$ cat src/rtl/pwrseq_pkg.sv
package pwrseq_pkg;
  typedef enum logic [2:0] {
    PH_SLEEP   = 3'd0,
    PH_COLLECT = 3'd1,
    PH_COMPUTE = 3'd2,
    PH_WARMUP  = 3'd3,
    PH_XMIT    = 3'd4
  } phase_e;

  localparam logic [1:0] CPU_SLEEP  = 2'b00;
  localparam logic [1:0] CPU_IDLE   = 2'b01;
  localparam logic [1:0] CPU_ACTIVE = 2'b10;
endpackage

$ cat src/rtl/pwrseq_timer.sv
module pwrseq_timer #(
  parameter int W = 8
) (
  input  logic         clk,
  input  logic         rst_n,
  input  logic         clr,
  output logic [W-1:0] cnt
);
  localparam logic [W-1:0] CNT_MAX = {W{1'b1}};

  logic [W-1:0] cnt_nxt;
  logic         cnt_en;

  always_comb begin
    cnt_en  = clr || (cnt != CNT_MAX);
    cnt_nxt = clr ? '0 : cnt + 1'b1;
  end

  always_ff @(posedge clk or negedge rst_n) begin
    if (!rst_n)      cnt <= '0;
    else if (cnt_en) cnt <= cnt_nxt;
  end

  // phase timer advances by one per cycle inside a phase
  p_timer_step_r2: assert property (@(posedge clk) disable iff (!rst_n)
    (!clr && cnt != CNT_MAX) |=> cnt == $past(cnt) + 1'b1);
endmodule

$ cat src/rtl/pwrseq_sample_ctr.sv
module pwrseq_sample_ctr #(
  parameter int N = 1024,
  localparam int W = (N > 1) ? $clog2(N) : 1
) (
  input  logic clk,
  input  logic rst_n,
  input  logic clr,
  input  logic tick_en,
  output logic last
);
  localparam logic [W-1:0] LAST_IDX = W'(N - 1);

  logic [W-1:0] cnt;
  logic [W-1:0] cnt_nxt;
  logic         cnt_en;

  always_comb begin
    last    = tick_en && (cnt == LAST_IDX);
    cnt_en  = clr || tick_en;
    if (clr || last) cnt_nxt = '0;
    else             cnt_nxt = cnt + 1'b1;
  end

  always_ff @(posedge clk or negedge rst_n) begin
    if (!rst_n)      cnt <= '0;
    else if (cnt_en) cnt <= cnt_nxt;
  end

  // count never reaches the burst size and restarts outside collection
  p_cnt_bound_r5: assert property (@(posedge clk) disable iff (!rst_n)
    cnt <= LAST_IDX);
  p_cnt_clear_r5: assert property (@(posedge clk) disable iff (!rst_n)
    clr |=> cnt == '0);
endmodule

$ cat src/rtl/pwrseq_fsm.sv
module pwrseq_fsm
  import pwrseq_pkg::*;
(
  input  logic   clk,
  input  logic   rst_n,
  input  logic   wake_evt,
  input  logic   sleep_expire,
  input  logic   last_sample,
  input  logic   compute_done,
  input  logic   warm_expire,
  input  logic   tx_done,
  output phase_e state,
  output phase_e state_nxt
);
  always_comb begin
    state_nxt = state;
    case (state)
      PH_SLEEP:   if (wake_evt || sleep_expire) state_nxt = PH_COLLECT;
      PH_COLLECT: if (last_sample)              state_nxt = PH_COMPUTE;
      PH_COMPUTE: if (compute_done)             state_nxt = PH_WARMUP;
      PH_WARMUP:  if (warm_expire)              state_nxt = PH_XMIT;
      PH_XMIT:    if (tx_done)                  state_nxt = PH_SLEEP;
      default:                                  state_nxt = PH_SLEEP;
    endcase
  end

  always_ff @(posedge clk or negedge rst_n) begin
    if (!rst_n) state <= PH_SLEEP;
    else        state <= state_nxt;
  end

  p_wake_r3: assert property (@(posedge clk) disable iff (!rst_n)
    (state == PH_SLEEP && wake_evt) |=> state == PH_COLLECT);
  p_burst_end_r5: assert property (@(posedge clk) disable iff (!rst_n)
    (state == PH_COLLECT && last_sample) |=> state == PH_COMPUTE);
  p_compute_hold_r6: assert property (@(posedge clk) disable iff (!rst_n)
    (state == PH_COMPUTE && !compute_done) |=> state == PH_COMPUTE);
  p_xmit_hold_r8: assert property (@(posedge clk) disable iff (!rst_n)
    (state == PH_XMIT && !tx_done) |=> state == PH_XMIT);
endmodule

$ cat src/rtl/pwrseq_decode.sv
module pwrseq_decode
  import pwrseq_pkg::*;
(
  input  logic       clk,
  input  logic       rst_n,
  input  phase_e     state,
  input  logic       tick_collect,
  output logic [1:0] cpu_pwr,
  output logic       afe_on,
  output logic       adc_on,
  output logic       filt_on,
  output logic       rx_on,
  output logic       tx_on,
  output logic       synth_on
);
  logic sample_wake;

  always_ff @(posedge clk or negedge rst_n) begin
    if (!rst_n) sample_wake <= 1'b0;
    else        sample_wake <= tick_collect;
  end

  always_comb begin
    cpu_pwr  = CPU_SLEEP;
    afe_on   = 1'b0;
    adc_on   = 1'b0;
    filt_on  = 1'b0;
    rx_on    = 1'b0;
    tx_on    = 1'b0;
    synth_on = 1'b0;
    case (state)
      PH_COLLECT: begin
        cpu_pwr = sample_wake ? CPU_ACTIVE : CPU_IDLE;
        afe_on  = 1'b1;
        adc_on  = 1'b1;
        filt_on = 1'b1;
      end
      PH_COMPUTE: cpu_pwr = CPU_ACTIVE;
      PH_WARMUP: begin
        cpu_pwr  = CPU_ACTIVE;
        synth_on = 1'b1;
      end
      PH_XMIT: begin
        cpu_pwr  = CPU_ACTIVE;
        synth_on = 1'b1;
        tx_on    = 1'b1;
      end
      default: ;
    endcase
  end

  // a tick taken in collection wakes the processor in the following cycle
  p_tick_wake_r4: assert property (@(posedge clk) disable iff (!rst_n)
    (tick_collect && state == PH_COLLECT) |=> cpu_pwr == CPU_ACTIVE);
endmodule

$ cat src/rtl/node_pwr_seq.sv
module node_pwr_seq
  import pwrseq_pkg::*;
#(
  parameter int NUM_SAMPLES   = 1024,
  parameter int SLEEP_CYCLES  = 100000,
  parameter int WARMUP_CYCLES = 64
) (
  input  logic       clk,
  input  logic       rst_n,
  input  logic       sample_tick,
  input  logic       compute_done,
  input  logic       tx_done,
  input  logic       wake_evt,
  output logic [1:0] cpu_pwr,
  output logic       afe_on,
  output logic       adc_on,
  output logic       filt_on,
  output logic       rx_on,
  output logic       tx_on,
  output logic       synth_on
);
  localparam int TMAX  = (SLEEP_CYCLES > WARMUP_CYCLES) ? SLEEP_CYCLES : WARMUP_CYCLES;
  localparam int CNT_W = $clog2(TMAX + 1);
  localparam logic [CNT_W-1:0] SLEEP_LAST = CNT_W'(SLEEP_CYCLES - 1);
  localparam logic [CNT_W-1:0] WARM_LAST  = CNT_W'(WARMUP_CYCLES - 1);

  phase_e           state;
  phase_e           state_nxt;
  logic [CNT_W-1:0] ph_cnt;
  logic             ph_clr;
  logic             sleep_expire;
  logic             warm_expire;
  logic             collecting;
  logic             tick_collect;
  logic             last_sample;

  always_comb begin
    ph_clr       = (state_nxt != state);
    sleep_expire = (ph_cnt == SLEEP_LAST);
    warm_expire  = (ph_cnt == WARM_LAST);
    collecting   = (state == PH_COLLECT);
    tick_collect = collecting && sample_tick;
  end

  pwrseq_timer #(.W(CNT_W)) u_timer (
    .clk   (clk),
    .rst_n (rst_n),
    .clr   (ph_clr),
    .cnt   (ph_cnt)
  );

  pwrseq_sample_ctr #(.N(NUM_SAMPLES)) u_samples (
    .clk     (clk),
    .rst_n   (rst_n),
    .clr     (!collecting),
    .tick_en (tick_collect),
    .last    (last_sample)
  );

  pwrseq_fsm u_fsm (
    .clk          (clk),
    .rst_n        (rst_n),
    .wake_evt     (wake_evt),
    .sleep_expire (sleep_expire),
    .last_sample  (last_sample),
    .compute_done (compute_done),
    .warm_expire  (warm_expire),
    .tx_done      (tx_done),
    .state        (state),
    .state_nxt    (state_nxt)
  );

  pwrseq_decode u_decode (
    .clk          (clk),
    .rst_n        (rst_n),
    .state        (state),
    .tick_collect (tick_collect),
    .cpu_pwr      (cpu_pwr),
    .afe_on       (afe_on),
    .adc_on       (adc_on),
    .filt_on      (filt_on),
    .rx_on        (rx_on),
    .tx_on        (tx_on),
    .synth_on     (synth_on)
  );

  // transmitter is never on without the synthesizer
  p_tx_synth_r7: assert property (@(posedge clk) disable iff (!rst_n)
    tx_on |-> synth_on);
  // transmitter turns on only after the synthesizer was already running
  p_tx_after_warm_r7: assert property (@(posedge clk) disable iff (!rst_n)
    $rose(tx_on) |-> $past(synth_on));
  // transmit end leads straight to full power-down
  p_sleep_quiet_r8: assert property (@(posedge clk) disable iff (!rst_n)
    (state == PH_XMIT && tx_done) |=> (cpu_pwr == CPU_SLEEP && !afe_on && !synth_on));
  // processor fully active during computation
  p_compute_cpu_r5: assert property (@(posedge clk) disable iff (!rst_n)
    (state == PH_COMPUTE) |-> (cpu_pwr == CPU_ACTIVE && !adc_on && !filt_on));
endmodule

$ cat config.mk
export PLATFORM = sky130hd
export DESIGN_NAME = node_pwr_seq
export DESIGN_NICKNAME = d
export VERILOG_FILES = /design/src/rtl/pwrseq_pkg.sv /design/src/rtl/pwrseq_timer.sv /design/src/rtl/pwrseq_sample_ctr.sv /design/src/rtl/pwrseq_fsm.sv /design/src/rtl/pwrseq_decode.sv /design/src/rtl/node_pwr_seq.sv
export SDC_FILE = /design/constraint.sdc
export NUM_CORES = 1
export LEC_CHECK = 0
export ABC_AREA = 1
export BUFFER_PORTS_ARGS = -buffer_cell sky130_fd_sc_hd__buf_2
export CORE_UTILIZATION = 60
export DETAILED_ROUTE_END_ITERATION = 8
export GPL_TIMING_DRIVEN = 0
export PLACE_DENSITY = 0.79
export SYNTH_ARGS = -nofsm -noshare
export SYNTH_HDL_FRONTEND = slang
export SYNTH_SLANG_ARGS = --single-unit
$ cat constraint.sdc
create_clock -name clk -period 3 [get_ports clk]
set_input_delay 0.45 -clock clk [delete_from_list [all_inputs] [get_ports clk]]
set_output_delay 0.45 -clock clk [all_outputs]
set_load 0.02 [all_outputs]
# Word level (Yosys, flattened, before mapping)
# Cells that the tools add are included.
# word_totals
regBits,31
word_cells,38
# op_classes
n_addsub,2
n_eq_ne,9
muxes,13
n_reduce_logical,10
# op_table
operator,count
adder 17 x 1 -> 17 bit (second input constant),1
equality test 17 bit (second input constant),1
equality test 17 x 6 -> 1 bit (second input constant),1
2-to-1 mux 17 bit,1
inequality test 17 bit (second input constant),1
2-to-1 mux 3 bit,5
one-hot mux 3 bit (5 select lines),1
adder 10 x 1 -> 10 bit (second input constant),1
equality test 10 bit (second input constant),1
2-to-1 mux 10 bit,1
equality test 3 x 2 -> 1 bit (second input constant),2
logical OR 1 bit,4
one-hot mux 2 bit (2 select lines),1
equality test 3 x 1 -> 1 bit (second input constant),1
equality test 3 bit (second input constant),1
zero test 3 bit,1
2-to-1 mux 1 bit,3
inequality test 3 bit,1
OR reduction 3 bit,1
logical AND 1 bit,2
2-to-1 mux 2 bit,1
OR reduction 2 bit,1
zero test 1 bit,1

# Logic depth before layout (Yosys ltp)
# Gate-level depths: netlist of run 1.
# depth
depth_word,7
ltp_mapped,14

# Hierarchy
# A second synthesis of run 1 with hierarchy kept.
# unflattened
hier_cells,295
area_unflattened_um2,2079.5
# modules_own_cells
mod,instances,cells_each,area_per_inst_um2,seq_area_each_um2
pwrseq_timer,1,141,1024.7,425.4
pwrseq_sample_ctr,1,75,596.8,250.2
pwrseq_fsm,1,26,185.2,75.1
node_pwr_seq,1,34,160.2,0.0
pwrseq_decode,1,19,112.6,25.0

# Least setup slack after synthesis of run 1
# OpenSTA, ideal clock, no wires.
# synth_path
path_kind,reg2reg
start,register u_timer.cnt[0]
end,register u_timer.cnt[13]
t_arrival_ns,2.027
required_time_ns,2.876
slack_ns,0.850
stages_incl_launch_ff,14
n_path_buf,1
synth_period_minus_slack_ns,2.150
path_cell_list,dfrtp_1 -> ha_1 -> nand3_1 -> nor2_2 -> nand2_1 -> nor2_1 -> ha_1 -> buf_2 -> inv_1 -> nand3_1 -> nor2_1 -> nand3_1 -> xor2_1 -> nor2_4
# synth_via
elab_chain_len,6
# synth_rtl
element,line,text
from (decl),pwrseq_timer.sv:7,output logic [W-1:0] cnt
from (signal assigned),pwrseq_timer.sv:21,else if (cnt_en) cnt <= cnt_nxt;
equality test 17 bit,node_pwr_seq.sv:39,sleep_expire = (ph_cnt == SLEEP_LAST);
logical OR 1 bit,pwrseq_fsm.sv:18,PH_SLEEP: if (wake_evt || sleep_expire) state_nxt = PH_COLLECT;
2-to-1 mux 3 bit,pwrseq_fsm.sv:18,
one-hot mux 3 bit (5 select lines),pwrseq_fsm.sv:17,case (state)
inequality test 3 bit,node_pwr_seq.sv:38,ph_clr = (state_nxt != state);
2-to-1 mux 17 bit / logical OR 1 bit (equally long branches),"pwrseq_timer.sv:16, pwrseq_timer.sv:15",
# Parallel ways exist; a longest one is shown, timed or not.
# A chain may end at the register's enable or synchronous reset.

# Worst setup path after layout of run 1
# Same ends and word-level chain as after synthesis.

==> reports/qor.tcl, run 1 <==
set qor(grt_setup_unrepaired) {false}
set qor(synthAdderAreaFrac_pct) 1.86
set qor(worst_hold_path_type) {in -> async}
set qor(layout.nets) 275
set qor(place_congestion) 0.915
set qor(ys_seq_area_share_pct) 38.5
set qor(syn2layout_area_growth_pct) 9.76
set qor(clkSlewWorstSetupHoldPaths_ns) 0.12
set qor(io_pins) 14
set qor(timing_hold_violations_final) 0
set qor(synth_top_family_by_area) {simple AND/OR/NAND/NOR gates}
set qor(ant_nets) 0
set qor(mapped_nets) 256
set qor(cts_made_buffers) 5
set qor(synth_top_cell_area_share_pct) 38.5
set qor(final-setup-viol-count) 0
set qor(most_common_cell_after_layout_fill_and_taps_aside) {sky130_fd_sc_hd__nand2_1}
set qor(antenna-diode-count) 0
set qor(critical_path_buf_inv_count) 2
set qor(p_leak_nw) 1.01
set qor(placement_rows) 20
set qor(worstPathRequired_ns) 3.22
set qor(start_kind) {register}
set qor(timing.final.crit_share_pct) 86.4
set qor(cts_post_setup_buffers_inserted) 0
set qor(grt_antenna_before_repair) 0
set qor(dieWidth_um) 59.9
set qor(drc) 0
set qor(post_route_hold_slack_ns) 0.141
set qor(synth_area_um2) 2010
set qor(worst_slew_pin_slew_ns) 0.679
set qor(worstReg2RegStart) {u_timer.cnt[0]}
set qor(timing.critical_path.slowest_cell_delay_ns) 0.42
set qor(port_buffers) 12
set qor(groute.usage.overall_pct) 22.8
set qor(critical_path.slowest_cell) {sky130_fd_sc_hd__dfrtp_1}
set qor(place_hpwl_um) 2710
set qor(outcome) {finished clean}
set qor(wl_um) 3650
set qor(setup.worst_path.end_class) {register}
set qor(ranking_of_synthesized_cells_by_area) {sky130_fd_sc_hd__dfrtp_1, sky130_fd_sc_hd__nand2_1, sky130_fd_sc_hd__nor2_1}
set qor(crit_family) {simple AND/OR/NAND/NOR gates}
set qor(slew_violations) 0
set qor(vias_after_detailed_routing) 1553
set qor(overflow) 0
set qor(cts_buffer_depth) 2
set qor(synth_xor_xnor_area_share_pct) 4.35
set qor(root_buffer) {sky130_fd_sc_hd__clkbuf_4}
set qor(cts_tree) {yes}
set qor(worst_slew_margin_rel_pct) 54.8
set qor(mean_area_per_synthesized_cell_um2) 8.15
set qor(mostFrequentLayoutCells) {sky130_fd_sc_hd__nand2_1, sky130_fd_sc_hd__nor2_1, sky130_fd_sc_hd__inv_1}
set qor(synth_simple_gate_area_share_pct) 38.9
set qor(worst_slack_ns) 0.409
set qor(clk_latency_ns) 0.34
set qor(synth_async_sr_flop_share_pct) 100
set qor(first_pass_iters) 5
set qor(synth_top_area_cell) {sky130_fd_sc_hd__dfrtp_1}
set qor(endpoint_arrival_time_on_the_critical_path_ns) 2.81
set qor(peakVddDrop_mv) 0.299
set qor(cp_max_fo) 9
set qor(cp_cell_sequence) {ha_1 > nand3_1 > nor2_2 > nand2_1 > nor2_1 > ha_1 > buf_2 > inv_1 > nand3_1 > nor2_1 > nand3_1 > xor2_1 > nor2_4}
set qor(yosys-mux-area-fraction_pct) 0.994
set qor(timing.rr.end) {u_timer.cnt[13]}
set qor(standard_cell_core_area_um2) 3130
set qor(synth_compound_area_share_pct) 5.72
set qor(dp_slack_ns) 0.450
set qor(synthCells) 247
set qor(reg2reg_path_depth) 13
set qor(timing.max_cap.violations) 0
set qor(post-route-min-period_ns) 2.59
set qor(timing.setup.tns_ns) 0
set qor(route.detailed.vias_per_inst) 4.99
set qor(worst-setup-path-type) {reg -> reg}
set qor(fmax_mhz) 386
set qor(average_wire_length_per_cell_after_detail_routing_um) 11.7
set qor(grt_pass1_vias) 1418
set qor(fraction_of_final_layout_cells_sized_beyond_drive_strength_1_pct) 22.8
set qor(cts-hold-fix-buffers) 0
set qor(chipHeight_um) 59.9
set qor(initial_utilization_pct) 64.4
set qor(die_area_um2) 3590
set qor(placed_cells) 303
set qor(cts_htree_levels) 2
set qor(dr.first_iter.drc_count) 75
set qor(seqCellArea_um2) 776
set qor(grt_max_degree) 32
set qor(synth_cell_type_count) 37
set qor(cts.repair.resized) 0
set qor(instances_no_fill) 311
set qor(fin_worst_skew_ns) 0.0174
set qor(reg2reg_slack_ns) 0.41
set qor(yosys_register_bits) 31
set qor(synth-warning-count) 0
set qor(synth_flop_cell) {sky130_fd_sc_hd__dfrtp_1}
set qor(multi_input_area_um2) 1050
set qor(edff_count_synth) 0
set qor(clkSinkCount) 31
set qor(power_per_standard_cell_area_nw_per_um2) 512
set qor(global_route_wire_length_before_repair_um) 6040
set qor(crit_top_cell) {sky130_fd_sc_hd__nand3_1}
set qor(layout.filler_cells) 243
[state kept, by name, indices dropped and copies added, names as in the netlist]
register	flops
u_samples.cnt	10
u_timer.cnt	17
u_fsm.state	3
u_decode.sample_wake	1
[worst register-to-register path, delay by kind of cell, from the launching register on]
kind / cells / cell delay [ns]
and+or+nand+nor: 8 / 1.05
xor gates and xnor gates: 1 / 0.27
buffers and inverters: 2 / 0.33
DFF: 1 / 0.42
adders and majority gates: 2 / 0.41
[logic make-up after synthesis]
kind of cell	count (synthesis)
buf+inv	43
other cells	1
fa+ha+maj	3
mux	2
simple gates	140
flops	31
xor+xnor	10
compound gates	17
[through the flow]
stage / util, % / total power [mW] / instance area (um2)
6_report: 70.6 / 1.13 / 2210
5_1_grt: 70.6 / 1.20 / 2210
4_1_cts: 70.6 / 1.14 / 2210
3_5_place_dp: 68.0 / 0.810 / 2130
3_3_place_gp: 68.0 / 0.798 / 2130
2_1_floorplan: - / 0.746 / 2010
[how the worst max path moves through the flow]
stage,startpoint,endpoint,slack [ns],cells after the start
6_report,u_timer.cnt[0],u_timer.cnt[13],0.41,13
5_1_grt,u_timer.cnt[0],u_timer.cnt[13],0.23,13
4_1_cts,u_timer.cnt[0],u_timer.cnt[13],0.39,13
3_5_place_dp,u_timer.cnt[0],u_timer.cnt[13],0.45,13
3_3_place_gp,u_timer.cnt[0],u_timer.cnt[13],0.50,13
2_1_floorplan,u_timer.cnt[0],u_timer.cnt[13],0.85,13
[layer usage]
| layer | global-route usage (%) | up-vias | part of all wire, % | wire length, um |
|---|---|---|---|---|
| met3 | 6.71 | 2 | 4.9 | 177 |
| met1 | 30.0 | 692 | 50 | 1820 |
| li1 | - | 817 | - | - |
| met4 | 6.31 | 0 | 0.49 | 18 |
| met2 | 36.5 | 42 | 45 | 1630 |
| met5 | 0 | - | 0 | 0 |
[final cells by class]
cell class,count,area share (%)
timing repair buffer,12,2.72
clock inverter,3,1.98
multi-input combinational,173,47.4
clock buffer,5,1.70
buffer,5,2.15
sequential,31,35.1
inverter,38,6.46
tap,44,2.49
[report_power, final]
part	leakage (nW)	switching, mW	internal, mW
logic	0.556	0.152	0.105
clock network	0.0452	0.153	0.175
registers	0.413	0.0632	0.482
[cell usage after synthesis, types with 3 or more instances]
master,n
sky130_fd_sc_hd__nand2_1,40
sky130_fd_sc_hd__o21ai_0,5
sky130_fd_sc_hd__nor3_1,7
sky130_fd_sc_hd__inv_2,4
sky130_fd_sc_hd__nor2_4,12
sky130_fd_sc_hd__ha_1,3
sky130_fd_sc_hd__nor2_2,7
sky130_fd_sc_hd__nand4_1,6
sky130_fd_sc_hd__buf_4,3
sky130_fd_sc_hd__xor2_1,9
sky130_fd_sc_hd__a21oi_1,5
sky130_fd_sc_hd__dfrtp_1,31
sky130_fd_sc_hd__inv_1,34
sky130_fd_sc_hd__nand3_1,13
sky130_fd_sc_hd__nand2_4,3
sky130_fd_sc_hd__nor2_1,37
(Power assumes the default switching activity.)
==> run 2: changes to the inputs <==
--- a/config.mk
+++ b/config.mk
@@ -5,12 +5,10 @@
 export SDC_FILE = /design/constraint.sdc
 export NUM_CORES = 1
 export LEC_CHECK = 0
-export ABC_AREA = 1
 export BUFFER_PORTS_ARGS = -buffer_cell sky130_fd_sc_hd__buf_2
-export CORE_UTILIZATION = 60
+export CORE_UTILIZATION = 30
 export DETAILED_ROUTE_END_ITERATION = 8
 export GPL_TIMING_DRIVEN = 0
-export PLACE_DENSITY = 0.79
 export SYNTH_ARGS = -nofsm -noshare
 export SYNTH_HDL_FRONTEND = slang
 export SYNTH_SLANG_ARGS = --single-unit
==> run 2 against run 1 <==
- count of clock-buffer cells in the layout grew 1
- die area grew 72%
- global-route usage shrank 11 points
- clock skew shrank 0.014 ns
- critical path depth shrank 2
- sequential cell count is the same
- utilization shrank 35 points
- sequential power grew 6.2%
- cell count shrank 12%
- sequential share of layout area grew 4.0 points
- cell area shrank 10%
- clock power shrank 9.1%
- largest cell class unchanged
- largest power group unchanged
==> reports/qor.tcl, run 2 <==
set qor(fin_worst_skew_ns) 0.00297
set qor(reg2reg_slack_ns) 0.26
set qor(port_buffers) 12
set qor(first_pass_iters) 4
set qor(ant_nets) 0
set qor(drc) 0
set qor(synth_top_area_cell) {sky130_fd_sc_hd__dfrtp_1}
set qor(most_common_cell_after_layout_fill_and_taps_aside) {sky130_fd_sc_hd__dfrtp_1}
set qor(timing.setup.tns_ns) 0
set qor(cts.repair.resized) 0
set qor(regMostFlops) {u_timer.cnt}
set qor(cts_made_buffers) 5
set qor(synthMostInstantiatedCell) {sky130_fd_sc_hd__dfrtp_1}
set qor(mapped_nets) 194
set qor(placed_cells) 269
set qor(clk_latency_ns) 0.27
set qor(edff_count_synth) 0
set qor(cts_tree) {yes}
set qor(synth_cell_type_count) 41
set qor(placement_rows) 27
set qor(synth-warning-count) 0
set qor(clkSlewWorstSetupHoldPaths_ns) 0.06
set qor(vias_after_detailed_routing) 1304
set qor(synth_top_cell_area_share_pct) 44.0
set qor(worst_slew_margin_rel_pct) 43.6
set qor(design_power_total_mw) 1.16
set qor(place_congestion) 0.761
set qor(antenna-diode-count) 0
set qor(peakVddDrop_mv) 0.272
set qor(cts_htree_levels) 2
set qor(start_kind) {register}
set qor(final-setup-viol-count) 0
set qor(cp_max_fo) 6
set qor(fmax_mhz) 365
set qor(clkSinkCount) 31
set qor(timing.rr.end) {u_timer.cnt[15]}
set qor(ranking_of_synthesized_cells_by_area) {sky130_fd_sc_hd__dfrtp_1, sky130_fd_sc_hd__xor2_1, sky130_fd_sc_hd__nor2_1}
set qor(reg2reg_path_depth) 11
set qor(p_leak_nw) 0.873
set qor(mostFrequentLayoutCells) {sky130_fd_sc_hd__dfrtp_1, sky130_fd_sc_hd__nor2_1, sky130_fd_sc_hd__nand2_1}
set qor(synth_flop_cell) {sky130_fd_sc_hd__dfrtp_1}
set qor(largest_reg_flops) 17
set qor(slew_violations) 0
set qor(groute.usage.overall_pct) 12.2
set qor(initial_utilization_pct) 31.6
set qor(ys_top_cells_by_count) {sky130_fd_sc_hd__dfrtp_1, sky130_fd_sc_hd__nor2_1, sky130_fd_sc_hd__nand2_1}
set qor(syn2layout_area_growth_pct) 12.6
set qor(chipHeight_um) 78.6
set qor(grt_pass1_vias) 1245
set qor(global_route_wire_length_before_repair_um) 5840
set qor(met2_layer_wire_length_in_the_routed_design_um) 1580
set qor(synth_async_sr_flop_share_pct) 100
set qor(fin_util_pct) 35.6
set qor(layout.nets) 213
set qor(io_pins) 14
set qor(die_area_um2) 6180
set qor(drt-met1-wl_um) 1700
set qor(cts_buffer_depth) 2
set qor(wl_met3_um) 87
set qor(layout.filler_cells) 585
set qor(mean_area_per_synthesized_cell_um2) 9.52
set qor(topRoutingLayerUsed) {met4}
set qor(place_hpwl_um) 2360
set qor(cts-hold-fix-buffers) 0
set qor(worst_hold_path_type) {in -> async}
set qor(worst_slew_pin_slew_ns) 0.838
set qor(cts_post_setup_buffers_inserted) 0
set qor(seqCellArea_um2) 776
set qor(setup.worst_path.end_class) {register}
set qor(grt_max_degree) 32
set qor(standard_cell_core_area_um2) 5570
set qor(power_per_standard_cell_area_nw_per_um2) 584
set qor(synthCells) 185
set qor(endpoint_arrival_time_on_the_critical_path_ns) 2.90
set qor(dieWidth_um) 78.6
set qor(synth_area_um2) 1760
set qor(wl_um) 3380
set qor(worst-setup-path-type) {reg -> reg}
set qor(average_wire_length_per_cell_after_detail_routing_um) 12.3
set qor(worstReg2RegStart) {u_timer.cnt[0]}
set qor(ys_seq_area_share_pct) 44.0
set qor(grt_antenna_before_repair) 0
set qor(timing_hold_violations_final) 0
set qor(instances_no_fill) 275
set qor(dr.first_iter.drc_count) 49
set qor(worstPathRequired_ns) 3.16
set qor(root_buffer) {sky130_fd_sc_hd__clkbuf_8}
set qor(overflow) 0
set qor(yosys_register_bits) 31
set qor(grt_setup_unrepaired) {false}
set qor(route.detailed.vias_per_inst) 4.74
set qor(reg.largest.list) {u_timer.cnt: 17 flops, u_samples.cnt: 10 flops, u_fsm.state: 3 flops}
set qor(outcome) {finished clean}
set qor(multi_input_area_um2) 906
set qor(timing.max_cap.violations) 0
set qor(fraction_of_final_layout_cells_sized_beyond_drive_strength_1_pct) 19.2
set qor(post-route-min-period_ns) 2.74
set qor(timing.final.crit_share_pct) 91.3
## run 2: layout make-up
type                            count  area share (%)
Tap cell                           72            4.54
Multi-Input combinational cell    142            45.6
Buffer                              8            3.28
Timing Repair Buffer               12            3.03
Inverter                            4           0.757
Clock buffer                        6            3.66
Sequential cell                    31            39.1
## run 2: worst max-delay path, cell delays in order (launching register included)
cell                       delay, ns
sky130_fd_sc_hd__dfrtp_1        0.40
sky130_fd_sc_hd__ha_1           0.24
sky130_fd_sc_hd__and4_1         0.21
sky130_fd_sc_hd__and3_1         0.17
sky130_fd_sc_hd__and4_1         0.20
sky130_fd_sc_hd__ha_1           0.17
sky130_fd_sc_hd__clkbuf_1       0.17
sky130_fd_sc_hd__nand4b_1       0.32
sky130_fd_sc_hd__nor2_1         0.33
sky130_fd_sc_hd__nand4_1        0.17
sky130_fd_sc_hd__xor2_1         0.20
sky130_fd_sc_hd__nor2_2         0.04
## run 2: cell families after synthesis
group                      Yosys count  share of synthesized area, %
and+or+nand+nor                     94                          28.4
DFF                                 31                          44.0
xor gates and xnor gates            21                          10.4
AOI/OAI and AO/OA                   20                          8.52
buffers and inverters               12                          4.54
adders and majority gates            3                          2.13
muxes                                3                          1.70
other                                1                         0.213
## run 2: through the flow
stage               setup WS (ns)  hold slack [ns]  cell area, um2
finish                      0.262            0.220            1980
global route               0.0357            0.274            1980
CTS                         0.254            0.259            1980
detailed placement          0.278            0.537            1910
global placement            0.256            0.526            1910
floorplan                   0.593            0.154            1760
## run 2: power breakdown
group,internal (mW),switching (mW),leakage [nW]
combinational,0.125,0.157,0.423
sequential,0.491,0.0881,0.413
clock,0.154,0.144,0.0371
total,0.770,0.389,0.873
## run 2: how the worst max path moves through the flow
stage                    from  slack (ns)  cells past startpoint              end
2_1_floorplan  u_timer.cnt[0]        0.59                     11  u_timer.cnt[15]
3_3_place_gp   u_timer.cnt[0]        0.26                     11  u_timer.cnt[15]
3_5_place_dp   u_timer.cnt[0]        0.28                     11  u_timer.cnt[15]
4_1_cts        u_timer.cnt[0]        0.25                     11  u_timer.cnt[15]
5_1_grt        u_timer.cnt[0]        0.04                     11  u_timer.cnt[15]
6_report       u_timer.cnt[0]        0.26                     11  u_timer.cnt[15]
## run 2: routing by layer
| layer | track usage [%] | up-vias |
|---|---|---|
| met4 | 2.22 | 0 |
| met2 | 18.2 | 13 |
| met1 | 16.8 | 624 |
| met3 | 4.88 | 2 |
| met5 | 0 | - |
| li1 | - | 665 |
==> run 3: changes to the inputs <==
--- a/config.mk
+++ b/config.mk
@@ -11,4 +11,5 @@
 export GPL_TIMING_DRIVEN = 0
 export SYNTH_ARGS = -nofsm -noshare
 export SYNTH_HDL_FRONTEND = slang
+export SYNTH_HIERARCHICAL = 1
 export SYNTH_SLANG_ARGS = --single-unit
==> run 3 against run 2 <==
- worst setup slack got worse by 0.20 ns
- clock power grew 20%
- routed wire length rose by 11%
- worst hold slack about the same
- combinational power grew 4%
- non-clock buffer count rose by 15
- clock skew is 0.0038 ns higher
- cell count increased by 5.5%
- critical path depth is 3 higher
- critical path type unchanged
- synthesized area increased by 3.1%
- utilization increased by 4.4 points
==> reports/qor.tcl, run 3 <==
set qor(outcome) {finished clean}
set qor(cp_cell_sequence) {or3b_4 > nor2_4 > nand4_1 > nor3_4 > nor2b_4 > nand4b_1 > o41ai_2 > xnor2_1 > nand3_1 > buf_6 > nand2b_4 > nand2b_4 > or4_4 > a21oi_2}
set qor(cts_htree_levels) 2
set qor(cts_made_buffers) 5
set qor(synth_compound_area_share_pct) 9.79
set qor(synth_async_sr_flop_share_pct) 100
set qor(first_pass_iters) 6
set qor(grt_antenna_before_repair) 0
set qor(synth_cell_type_count) 50
set qor(reg2reg_path_depth) 14
set qor(grt_setup_unrepaired) {true}
set qor(synth-warning-count) 6
set qor(syn2layout_area_growth_pct) 24.9
set qor(synth_top_cell_area_share_pct) 42.7
set qor(final-setup-viol-count) 0
set qor(overflow) 0
set qor(placement_rows) 27
set qor(initial_utilization_pct) 32.0
set qor(io_pins) 14
set qor(synthMostInstantiatedCell) {sky130_fd_sc_hd__dfrtp_1}
set qor(synth_simple_gate_area_share_pct) 31.5
set qor(peakVddDrop_mv) 0.171
set qor(dieWidth_um) 79.8
set qor(timing.final.crit_share_pct) 97.8
set qor(fin_util_pct) 40.0
set qor(clk_latency_ns) 0.28
set qor(cts_buffer_depth) 2
set qor(ant_nets) 0
set qor(mapped_nets) 192
set qor(timing.critical_path.slowest_cell_delay_ns) 0.43
set qor(cts_tree) {yes}
set qor(start_kind) {register}
set qor(fraction_of_final_layout_cells_sized_beyond_drive_strength_1_pct) 33.5
set qor(place_hpwl_um) 2380
set qor(synth_top_family_by_area) {simple AND/OR/NAND/NOR gates}
set qor(placed_cells) 267
set qor(clkSinkCount) 31
set qor(placedInstanceArea_um2) 1990
set qor(final_cell_area_um2) 2270
set qor(layout.nets) 226
set qor(grt_max_degree) 32
set qor(synthAdderAreaFrac_pct) 2.07
set qor(layout.filler_cells) 576
set qor(chipHeight_um) 79.8
set qor(largest_reg_flops) 17
set qor(place_congestion) 0.753
set qor(setup.worst_path.end_class) {register}
set qor(crit_top_cell) {sky130_fd_sc_hd__nand2b_4}
set qor(worstReg2RegStart) {u_fsm/state[2]}
set qor(timing.max_cap.violations) 0
set qor(timing.setup.tns_ns) 0
set qor(worst_slew_margin_rel_pct) 52.4
set qor(timing_hold_violations_final) 0
set qor(ys_top_cells_by_count) {sky130_fd_sc_hd__dfrtp_1, sky130_fd_sc_hd__nor2_1, sky130_fd_sc_hd__a21oi_1, sky130_fd_sc_hd__nand2_1, sky130_fd_sc_hd__xor2_1}
set qor(fmax_mhz) 341
set qor(average_wire_length_per_cell_after_detail_routing_um) 12.9
set qor(ys_seq_area_share_pct) 42.7
set qor(synth_area_um2) 1820
set qor(instances_no_fill) 290
set qor(regMostFlops) {u_timer/cnt}
set qor(most_common_cell_after_layout_fill_and_taps_aside) {sky130_fd_sc_hd__dfrtp_1}
set qor(synth_xor_xnor_area_share_pct) 8.20
set qor(critical_path.slowest_cell) {sky130_fd_sc_hd__or4_4}
set qor(vias_after_detailed_routing) 1440
set qor(mean_area_per_synthesized_cell_um2) 9.92
set qor(worstSetupEndpoint) {u_timer/cnt[10]}
set qor(groute.usage.overall_pct) 13.2
set qor(edff_count_synth) 0
set qor(timing.rr.end) {u_timer/cnt[10]}
set qor(fin_worst_skew_ns) 0.00673
set qor(worst_hold_path_type) {in -> async}
set qor(yosys-mux-area-fraction_pct) 1.10
set qor(p_leak_nw) 0.974
set qor(worst_slew_pin_slew_ns) 0.714
set qor(critical_path_buf_inv_count) 1
set qor(cp_max_fo) 7
set qor(critical_path_cell_count) 14
set qor(worstPathRequired_ns) 3.20
set qor(root_buffer) {sky130_fd_sc_hd__clkbuf_8}
set qor(dr.first_iter.drc_count) 67
set qor(synth_flop_cell) {sky130_fd_sc_hd__dfrtp_1}
set qor(slew_violations) 0
set qor(global_route_wire_length_before_repair_um) 6390
set qor(standard_cell_core_area_um2) 5680
set qor(die_area_um2) 6370
set qor(worst_setup_path_startpoint) {u_fsm/state[2]}
set qor(ranking_of_synthesized_cells_by_area) {sky130_fd_sc_hd__dfrtp_1, sky130_fd_sc_hd__nor2_1, sky130_fd_sc_hd__xor2_1}
set qor(power_per_standard_cell_area_nw_per_um2) 524
set qor(clkSlewWorstSetupHoldPaths_ns) 0.07
set qor(synth_top_area_cell) {sky130_fd_sc_hd__dfrtp_1}
set qor(post-route-min-period_ns) 2.93
set qor(reg.largest.list) {u_timer/cnt: 17 flops, u_samples/cnt: 10 flops, u_fsm/state: 3 flops}
set qor(port_buffers) 12
set qor(grt_pass1_vias) 1379
set qor(crit_family) {simple AND/OR/NAND/NOR gates}
set qor(drc) 0
set qor(synthCells) 183
set qor(endpoint_arrival_time_on_the_critical_path_ns) 3.14
set qor(reg2reg_slack_ns) 0.07
set qor(wl_um) 3740
set qor(worst-setup-path-type) {reg -> reg}
set qor(antenna-diode-count) 0
set qor(route.detailed.vias_per_inst) 4.97
set qor(yosys_register_bits) 31
set qor(mostFrequentLayoutCells) {sky130_fd_sc_hd__dfrtp_1, sky130_fd_sc_hd__nor2_1, sky130_fd_sc_hd__buf_4}
-- run 3: changes by cell type after synthesis, sizes merged, moves of 3 or more --
cell	previous run	this run
nor2	36	21
nand2	16	10
nand4	4	10
a21oi	5	10
nor3	8	4
o31ai	2	6
or4	1	5
xor2	13	9
and3	5	2
o2111ai	3	0
-- run 3: stage by stage --
step	worst slack, ns	hold slack, ns	power (mW)
after global placement	-0.317	0.496	0.792
final	0.0655	0.220	1.19
after detailed placement	-0.356	0.507	0.795
after global routing	-0.0509	0.275	1.27
after CTS	0.00975	0.244	1.18
after floorplan	0.0304	0.154	0.728
-- run 3: final cells by class --
cell class,count,area [um2],share of cell area (%)
Clock buffer,8,100,4.41
Multi-Input combinational cell,138,1040,45.8
Timing Repair Buffer,27,173,7.61
Sequential cell,31,781,34.4
Inverter,6,22.5,0.993
Buffer,8,63.8,2.81
Tap cell,72,90.1,3.97
-- run 3: kinds of logic (layout without fill, tap and decap cells) --
kind of cell,Yosys count,count (layout)
DFF,31,31
muxes,2,2
and+or+nand+nor,88,88
other,1,1
buffers and inverters,14,49
xor gates and xnor gates,17,17
adders and majority gates,3,3
AOI/OAI and AO/OA,27,27
-- run 3: power breakdown --
group | switching [mW] | internal, mW | total [mW] | leakage (nW)
clock | 0.150 | 0.209 | 0.359 | 0.0515
sequential | 0.0640 | 0.473 | 0.537 | 0.412
combinational | 0.148 | 0.144 | 0.292 | 0.510
total | 0.362 | 0.825 | 1.19 | 0.974
-- run 3: metal layers --
layer | share of wire, % | global-route usage, % | wire length [um]
met1 | 49 | 16.1 | 1820
met3 | 2.9 | 3.43 | 109
met5 | 0 | 0 | 0
met4 | 1.3 | 5.89 | 49
met2 | 47 | 21.7 | 1750
-- run 3: what timing repair did --
item / in CTS / in global routing
endpoints found under the hold margin: 0 / 0
buffers inserted: 7 / 8
pin swaps: 4 / 7
hold buffers: 0 / 0
setup endpoints to repair: 11 / 10
gates resized for setup: 5 / 11
-- run 3: worst min-delay path by stage --
stage | from | end | slack, ns
2_1_floorplan | rst_n | u_decode/sample_wake | 0.15
3_3_place_gp | u_samples/cnt[1] | u_samples/cnt[1] | 0.50
3_5_place_dp | u_samples/cnt[1] | u_samples/cnt[1] | 0.51
4_1_cts | rst_n | u_samples/cnt[2] | 0.24
5_1_grt | rst_n | u_timer/cnt[10] | 0.28
6_report | rst_n | u_timer/cnt[6] | 0.22
